File: src/rtl/batt_guard_pkg.sv
package batt_guard_pkg;
  typedef enum logic [1:0] {
    CELL_LOW  = 2'b00,
    CELL_OK   = 2'b01,
    CELL_HIGH = 2'b10,
    CELL_RSVD = 2'b11
  } cell_code_e;

  typedef enum logic [1:0] {
    SW_OPEN  = 2'b00,
    SW_CLOSE = 2'b01,
    SW_HI_DUTY = 2'b10,
    SW_LO_DUTY = 2'b11
  } sw_mode_e;

  function automatic logic cell_is_low(input logic [1:0] c);
    return (c == CELL_LOW) || (c == CELL_RSVD);
  endfunction
endpackage

File: src/rtl/bg_short_latch.sv
module bg_short_latch (
  input  logic clk,
  input  logic rst_n,
  input  logic short_det,
  input  logic load_gone,
  output logic held
);
  always_ff @(posedge clk or negedge rst_n) begin
    if (!rst_n) held <= 1'b0;
    else        held <= short_det | (held & ~load_gone);
  end

  assert_latch_hold_R2: assert property (@(posedge clk) disable iff (!rst_n)
    (held && !load_gone) |=> held);
  assert_latch_set_R2: assert property (@(posedge clk) disable iff (!rst_n)
    short_det |=> held);
endmodule

File: src/rtl/bg_mode_select.sv
module bg_mode_select
  import batt_guard_pkg::*;
(
  input  logic [1:0] hi_cell,
  input  logic [1:0] lo_cell,
  input  logic       pack_uv,
  input  logic       chg_present,
  input  logic       chg_reversed,
  input  logic       tap_open,
  input  logic       oc_expire,
  input  logic       short_any,
  input  logic       sleep_held,
  output sw_mode_e   mode_nxt,
  output logic       sleep_req
);
  logic any_low, any_high;
  assign any_low  = cell_is_low(hi_cell) | cell_is_low(lo_cell);
  assign any_high = (hi_cell == CELL_HIGH) | (lo_cell == CELL_HIGH);

  always_comb begin
    mode_nxt  = SW_CLOSE;
    sleep_req = 1'b0;
    if (short_any) begin
      mode_nxt = SW_OPEN;
    end else if (chg_reversed) begin
      mode_nxt = SW_OPEN;
    end else if (tap_open) begin
      mode_nxt = (pack_uv && chg_present) ? SW_LO_DUTY : SW_OPEN;
    end else if (pack_uv) begin
      mode_nxt  = chg_present ? SW_LO_DUTY : SW_OPEN;
      sleep_req = ~chg_present;
    end else if (any_low) begin
      mode_nxt  = chg_present ? SW_HI_DUTY : SW_OPEN;
      sleep_req = ~chg_present;
    end else if (sleep_held && !chg_present) begin
      mode_nxt = SW_OPEN;
    end else if (any_high) begin
      mode_nxt = (chg_present && oc_expire) ? SW_OPEN : SW_CLOSE;
    end
  end
endmodule

File: src/rtl/bg_duty_gen.sv
module bg_duty_gen
  import batt_guard_pkg::*;
#(
  parameter int PERIOD = 8
) (
  input  logic     clk,
  input  logic     rst_n,
  input  sw_mode_e mode,
  output logic     gate
);
  localparam int PW = (PERIOD > 1) ? $clog2(PERIOD) : 1;
  localparam logic [PW-1:0] LAST = PW'(PERIOD - 1);

  logic [PW-1:0] phase;

  always_ff @(posedge clk or negedge rst_n) begin
    if (!rst_n)             phase <= '0;
    else if (phase == LAST) phase <= '0;
    else                    phase <= phase + 1'b1;
  end

  always_comb begin
    unique case (mode)
      SW_OPEN:    gate = 1'b0;
      SW_CLOSE:   gate = 1'b1;
      SW_HI_DUTY: gate = (phase != LAST);
      SW_LO_DUTY: gate = (phase == '0);
      default:    gate = 1'b0;
    endcase
  end

  assert_phase_wrap_R10: assert property (@(posedge clk) disable iff (!rst_n)
    (phase == LAST) |=> (phase == '0));
  assert_phase_step_R10: assert property (@(posedge clk) disable iff (!rst_n)
    (phase != LAST) |=> (phase == $past(phase) + 1'b1));
endmodule

File: src/rtl/batt_guard_ctrl.sv
module batt_guard_ctrl
  import batt_guard_pkg::*;
#(
  parameter int PERIOD = 8
) (
  input  logic       clk,
  input  logic       rst_n,
  input  logic [1:0] hi_cell,
  input  logic [1:0] lo_cell,
  input  logic       pack_uv,
  input  logic       chg_present,
  input  logic       chg_reversed,
  input  logic       tap_open,
  input  logic       short_det,
  input  logic       load_gone,
  input  logic       oc_expire,
  output logic [1:0] sw_mode,
  output logic       sw_gate,
  output logic       shutdown
);
  logic     short_held;
  sw_mode_e mode_nxt, mode_q;
  logic     sleep_req, sleep_q;

  bg_short_latch u_latch (
    .clk(clk), .rst_n(rst_n), .short_det(short_det),
    .load_gone(load_gone), .held(short_held)
  );

  bg_mode_select u_sel (
    .hi_cell(hi_cell), .lo_cell(lo_cell), .pack_uv(pack_uv),
    .chg_present(chg_present), .chg_reversed(chg_reversed),
    .tap_open(tap_open), .oc_expire(oc_expire),
    .short_any(short_det | short_held), .sleep_held(sleep_q),
    .mode_nxt(mode_nxt), .sleep_req(sleep_req)
  );

  always_ff @(posedge clk or negedge rst_n) begin
    if (!rst_n) begin
      mode_q  <= SW_OPEN;
      sleep_q <= 1'b0;
    end else begin
      mode_q  <= mode_nxt;
      sleep_q <= chg_present ? 1'b0 : (sleep_q | sleep_req);
    end
  end

  bg_duty_gen #(.PERIOD(PERIOD)) u_duty (
    .clk(clk), .rst_n(rst_n), .mode(mode_q), .gate(sw_gate)
  );

  assign sw_mode  = mode_q;
  assign shutdown = sleep_q;

  assert_short_opens_R2: assert property (@(posedge clk) disable iff (!rst_n)
    short_det |=> (sw_mode == SW_OPEN));
  assert_reverse_opens_R3: assert property (@(posedge clk) disable iff (!rst_n)
    chg_reversed |=> (sw_mode == SW_OPEN));
  assert_tap_opens_R4: assert property (@(posedge clk) disable iff (!rst_n)
    (tap_open && !(pack_uv && chg_present)) |=> (sw_mode == SW_OPEN));
  assert_charger_wakes_R7: assert property (@(posedge clk) disable iff (!rst_n)
    chg_present |=> !shutdown);
  assert_sleep_keeps_open_R7: assert property (@(posedge clk) disable iff (!rst_n)
    shutdown |-> (sw_mode == SW_OPEN || $past(chg_present)));
  assert_open_no_gate_R10: assert property (@(posedge clk) disable iff (!rst_n)
    (sw_mode == SW_OPEN) |-> !sw_gate);
endmodule

File: config.mk
export PLATFORM = sky130hd
export DESIGN_NAME = batt_guard_ctrl
export DESIGN_NICKNAME = d
export VERILOG_FILES = /design/src/rtl/batt_guard_pkg.sv /design/src/rtl/bg_short_latch.sv /design/src/rtl/bg_mode_select.sv /design/src/rtl/bg_duty_gen.sv /design/src/rtl/batt_guard_ctrl.sv
export SDC_FILE = /design/constraint.sdc
export NUM_CORES = 1
export LEC_CHECK = 0
export BUFFER_PORTS_ARGS = -buffer_cell sky130_fd_sc_hd__buf_2
export CAP_MARGIN = 20
export CORE_AREA = 2 2 39 41
export DETAILED_ROUTE_END_ITERATION = 12
export DIE_AREA = 0 0 41 43
export GPL_ROUTABILITY_DRIVEN = 0
export PLACE_DENSITY = 0.56
export SLEW_MARGIN = 20
export SYNTH_ARGS = -nofsm -noshare
export SYNTH_HDL_FRONTEND = slang
export SYNTH_SLANG_ARGS = --single-unit
File: constraint.sdc
create_clock -name clk -period 1.2 [get_ports clk]
set_input_delay 0.3 -clock clk [delete_from_list [all_inputs] [get_ports clk]]
set_output_delay 0.3 -clock clk [all_outputs]
set_load 0.01 [all_outputs]
Yosys cells after proc, flatten, opt, wreduce, memory -nomap -nowiden
Cells that the tools add are included.
- magnitude comparators: 0
- reductions and logical operators: 10
- shift-type cells: 0
- equal/unequal tests: 9
- $mul: 0
- bitwise logic cells: 8
- add/sub/neg operators: 1
- mux-type cells: 19
- div/mod/pow operators: 0
- operators with widths (cell ; number):
    2-to-1 mux 2 bit ; 10
    == test 2 bit (second input constant) ; 6
    2-to-1 mux 1 bit ; 7
    logical NOT 2 bit ; 3
    bitwise OR 1 bit ; 5
    one-hot mux 1 bit (4 select lines) ; 1
    adder 3 x 1 -> 3 bit (second input constant) ; 1
    == test 3 bit (second input constant) ; 1
    logical AND 1 bit ; 3
    logical NOT 3 bit ; 1
    2-to-1 mux 3 bit ; 1
    != test 3 bit (second input constant) ; 1
    == test 2 x 1 -> 1 bit (second input constant) ; 1
    logical OR 1 bit ; 2
    NOT 1 bit ; 2
    AND 1 bit ; 1
    logical NOT 1 bit ; 1
- latch bits: 0
- output and inout bits: 4
- memories kept: 0
- bits in writable memories: 0
- word-level logic and storage cells: 51
- ROM bits: 0
- bits in registers: 7

Longest topological paths before layout
- depth after elaboration: 10
- depth in mapped cells: 5

Hierarchy
From an unflattened synthesis, not the netlist that was laid out.
- cells, all modules: 36
- area, all modules: 402.9 µm²
- modules (own cells, without submodules) (module ; instances ; cells an instance ; sequential area each (µm²) ; area an instance (µm²)):
    bg_duty_gen ; 1 ; 14 ; 75.1 ; 162.7
    bg_mode_select ; 1 ; 14 ; 0.0 ; 112.6
    batt_guard_ctrl ; 1 ; 5 ; 75.1 ; 91.3
    bg_short_latch ; 1 ; 3 ; 25.0 ; 36.3

Least setup slack after synthesis
OpenSTA, ideal clock, no wires.
- path type: register to output
- from: register u_duty.phase[0]
- to: output port sw_gate
- setup slack: -0.182 ns
- path buffers: 0
- data required time: 0.900 ns
- cell stages (with the launch flop): 6
- arrival: 1.082 ns
- path through: dfrtp_1 -> ha_1 -> ha_1 -> inv_1 -> a21oi_1 -> a31oi_1
- longest elaborated chain between the ends: 2
- RTL lines (item ; RTL line ; source):
    start, declared ; bg_duty_gen.sv:14 ; logic [PW-1:0] phase;
    start signal, assigned ; bg_duty_gen.sv:19 ; else phase <= phase + 1'b1;
    != test 3 bit or logical NOT 3 bit (tied branches) ; bg_duty_gen.sv:26, bg_duty_gen.sv:27 ;
    one-hot mux 1 bit (4 select lines) (*) ; bg_duty_gen.sv:23 ; unique case (mode)
    end, declared ; batt_guard_ctrl.sv:18 ; output logic sw_gate,
Every way passes the cells marked *; elsewhere a longest branch is shown, timed or not.

Final worst setup path
Same ends and word-level chain as after synthesis.

==> qor.yml <==
timing:
  final.min_clock_period_ps: 1650
  rsz0062_at_grt: "yes"
  clock_skew_ps: 0.200
  max_freq_mhz: 608
  setup_viol_count_final: 1
  worst_slack_ps: -445
  slew_headroom_pct: 82.1
  post-route-period-util_pct: 137
  drv_slew: 0
  tightest_slew_ps: 266
  hold_viol_final: 0
flow_run:
  cap_violations: 0
setup_path:
  cp_top_family: "flip-flops"
  crit_buf_inv: 2
  rr_worst_depth: 3
  r2r-end: "sw_mode[0]"
  rrSetupSlack_ps: 90
  cp_cell_sequence: "ha_2 -> ha_4 -> inv_2 -> a21oi_2 -> a31oi_2 -> buf_2"
  crit_required_ps: 900
  cpPeakStageDelay_ps: 390
  worstPathArrival_ps: 1350
  start_kind: "flop"
  crit_slowest_cell: "dfrtp_1"
  crit_fanout: 3
  worstReg2RegStart: "u_latch.held"
  critical_path.endpoint_type: "primary output"
  crit_type: "reg -> out"
detailed_routing:
  drt_wl_total_um: 718
  vias: 328
  postRouteAntennaNets: 0
  first_pass_iters: 4
  wire_per_inst_um: 9.57
  drc: 0
  vias_per_cell: 4.37
  drt_iter0_drc: 2
yosys:
  synth-seq-area-share_pct: 47.0
  async_reset_ff_share_pct: 100
  synth_cell_type_count: 17
  syn_nets: 54
  synth.avg_cell_area_um2: 10.4
  synth_edf_count: 0
  synth_top_area_share_pct: 47.0
  netlist_instances: 36
  synth_top_cell_by_area: "dfrtp_1"
  syn_area_um2: 373
  ys_ff_latch: 7
  yosys_most_used_dff: "dfrtp_1"
  yosys_warnings: 0
  ys_top_cells_by_area: "dfrtp_1 (47%), ha_1 (17%), inv_1 (6.0%), nor2_1 (4.0%), o31ai_2 (3.4%)"
power_and_ir_drop:
  internal-power_mw: 0.407
  irDropWorstVdd_mv: 0.535
  switchingPower_mw: 0.131
  power_leakage_nw: 0.293
  power_per_cell_area_nw_per_um2: 921
  switching_share_pct: 24.4
  p_comb_share_pct: 14.1
  pwr-share-clk_pct: 40.5
  pwr-share-seq_pct: 45.5
final_layout:
  n_antenna_cell: 0
  fin_nets: 78
  fillers: 145
  final_cells: 75
  drive_gt1_share_pct: 57.6
  final_cell_area_um2: 584
  syn_to_final_growth_pct: 56.7
global_route:
  grt_max_degree: 8
  grt_use_total_pct: 10.3
  antenna_found_initial: 0
  grt_overflow: 0
  grt_pass1_vias: 322
  grt_pass1_wl_mm: 1.23
placed_design:
  dp.cells: 69
  place.detailed.hpwl_um: 585
  dp_worst_setup_slack_ps: -180
  placed_cell_area_um2: 534
  portBuffers: 16
clock_network:
  cts_buffer_depth: 2
  cts.clk_slew.worst_paths_ps: 50
  cts_sinks: 7
  cts_made_buffers: 3
  clock_latency_ps: 250
  htreeDepth: 1
  cts_tree: "built"
  cts-root-buf: "clkbuf_4"
min_path:
  min_delay_path_depth: 2
  worstHoldStart: "chg_present"
  hp-class: "in -> reg"
  hold_end: "shutdown"
floorplan:
  dieHeight_um: 43
  io_pins: 17
  core_um2: 1380
  die-area_um2: 1760
  rows: 14
  initial_core_util_pct: 26.9
  die_x_um: 41
status:
  status: "finished, violations left"
  failed_checks: "setup timing"
-- routing by layer --
metal	wire (µm)	vias to the layer above	global-route usage, %
met5	0	-	0
met4	0	0	6.00
met3	45	0	3.14
met2	323	10	13.1
met1	349	149	14.7
li1	-	169	-
-- logic make-up (layout without fill, tap and decap cells) --
kind of cell    Yosys count  after routing  synth area share [%]
fa+ha+maj                 5              5                  16.8
compound gates            7              7                  14.4
buf+inv                   6             29                  6.04
simple gates             11             11                  15.8
flops                     7              7                  47.0
-- worst register-to-register path, delay by kind of cell, from the launching register on --
family,cells,cell delay [ps]
compound gates,1,240
simple gates,2,380
flops,1,400
-- registers in the layout, indices dropped and copies added, names as in the netlist --
register	cells
shutdown	1
sw_mode	2
u_duty.phase	3
u_latch.held	1
-- worst max-delay path by stage --
stage                     endpoint  depth (start not counted)  slack [ps]       startpoint
final                      sw_gate                          6        -450  u_duty.phase[0]
after global placement     sw_gate                          6        -170  u_duty.phase[1]
after floorplan            sw_gate                          5         -80  u_duty.phase[0]
after global routing       sw_gate                          6        -530  u_duty.phase[0]
after CTS                  sw_gate                          6        -460  u_duty.phase[0]
after detailed placement   sw_gate                          6        -180  u_duty.phase[0]
-- metrics by stage --
step                setup TNS (ps)  util, %  total power, mW  hold WS, ps
floorplan                    -84.0        -            0.281         4.41
global placement              -407     38.6            0.321          145
detailed placement            -402     38.6            0.321          144
CTS                           -459     41.7            0.549          262
global route                  -528     42.2            0.573          269
finish                        -445     42.2            0.538          271
-- timing repair --
action                                  4_1_cts  5_1_grt
hold endpoints to repair                      7        0
resized for setup                             1        0
buffers inserted                              0        1
pin swaps                                     0        2
hold buffers                                  1        0
endpoints found under the setup margin        2        1
-- power groups by stage --
| stage | clock, mW | sequential (mW) | combinational (mW) |
|---|---|---|---|
| 3_5_place_dp | 0 | 0.249 | 0.0726 |
| 6_report | 0.218 | 0.245 | 0.0757 |
| 4_1_cts | 0.226 | 0.245 | 0.0774 |
| 3_3_place_gp | 0 | 0.249 | 0.0720 |
| 5_1_grt | 0.241 | 0.245 | 0.0869 |
| 2_1_floorplan | 0 | 0.249 | 0.0319 |
-- layout make-up --
class                   instances  area [µm²]  share of cell area [%]
clock buffers                   4        26.3                    4.50
inverters                       6        22.5                    3.85
multi-input cells              23         235                    40.3
flip-flops and latches          7         175                    30.0
well taps                      16        20.0                    3.43
repair buffers                 19         105                    18.0
-- cells in the mapped netlist (all sizes together) (2+ instances only) --
cell	n
ha	5
nor2	4
dfrtp	7
inv	6
a21oi	2
-- cell usage in the layout (no fill, tap or decap), types with 2 or more instances in the layout --
master,Yosys,final
a21oi_2,0,2
buf_2,0,16
buf_4,0,2
clkbuf_4,0,3
dfrtp_1,7,7
ha_4,0,3
inv_1,6,3
inv_2,0,3
nor2_1,4,4
Power figures use the tool's default switching activity.
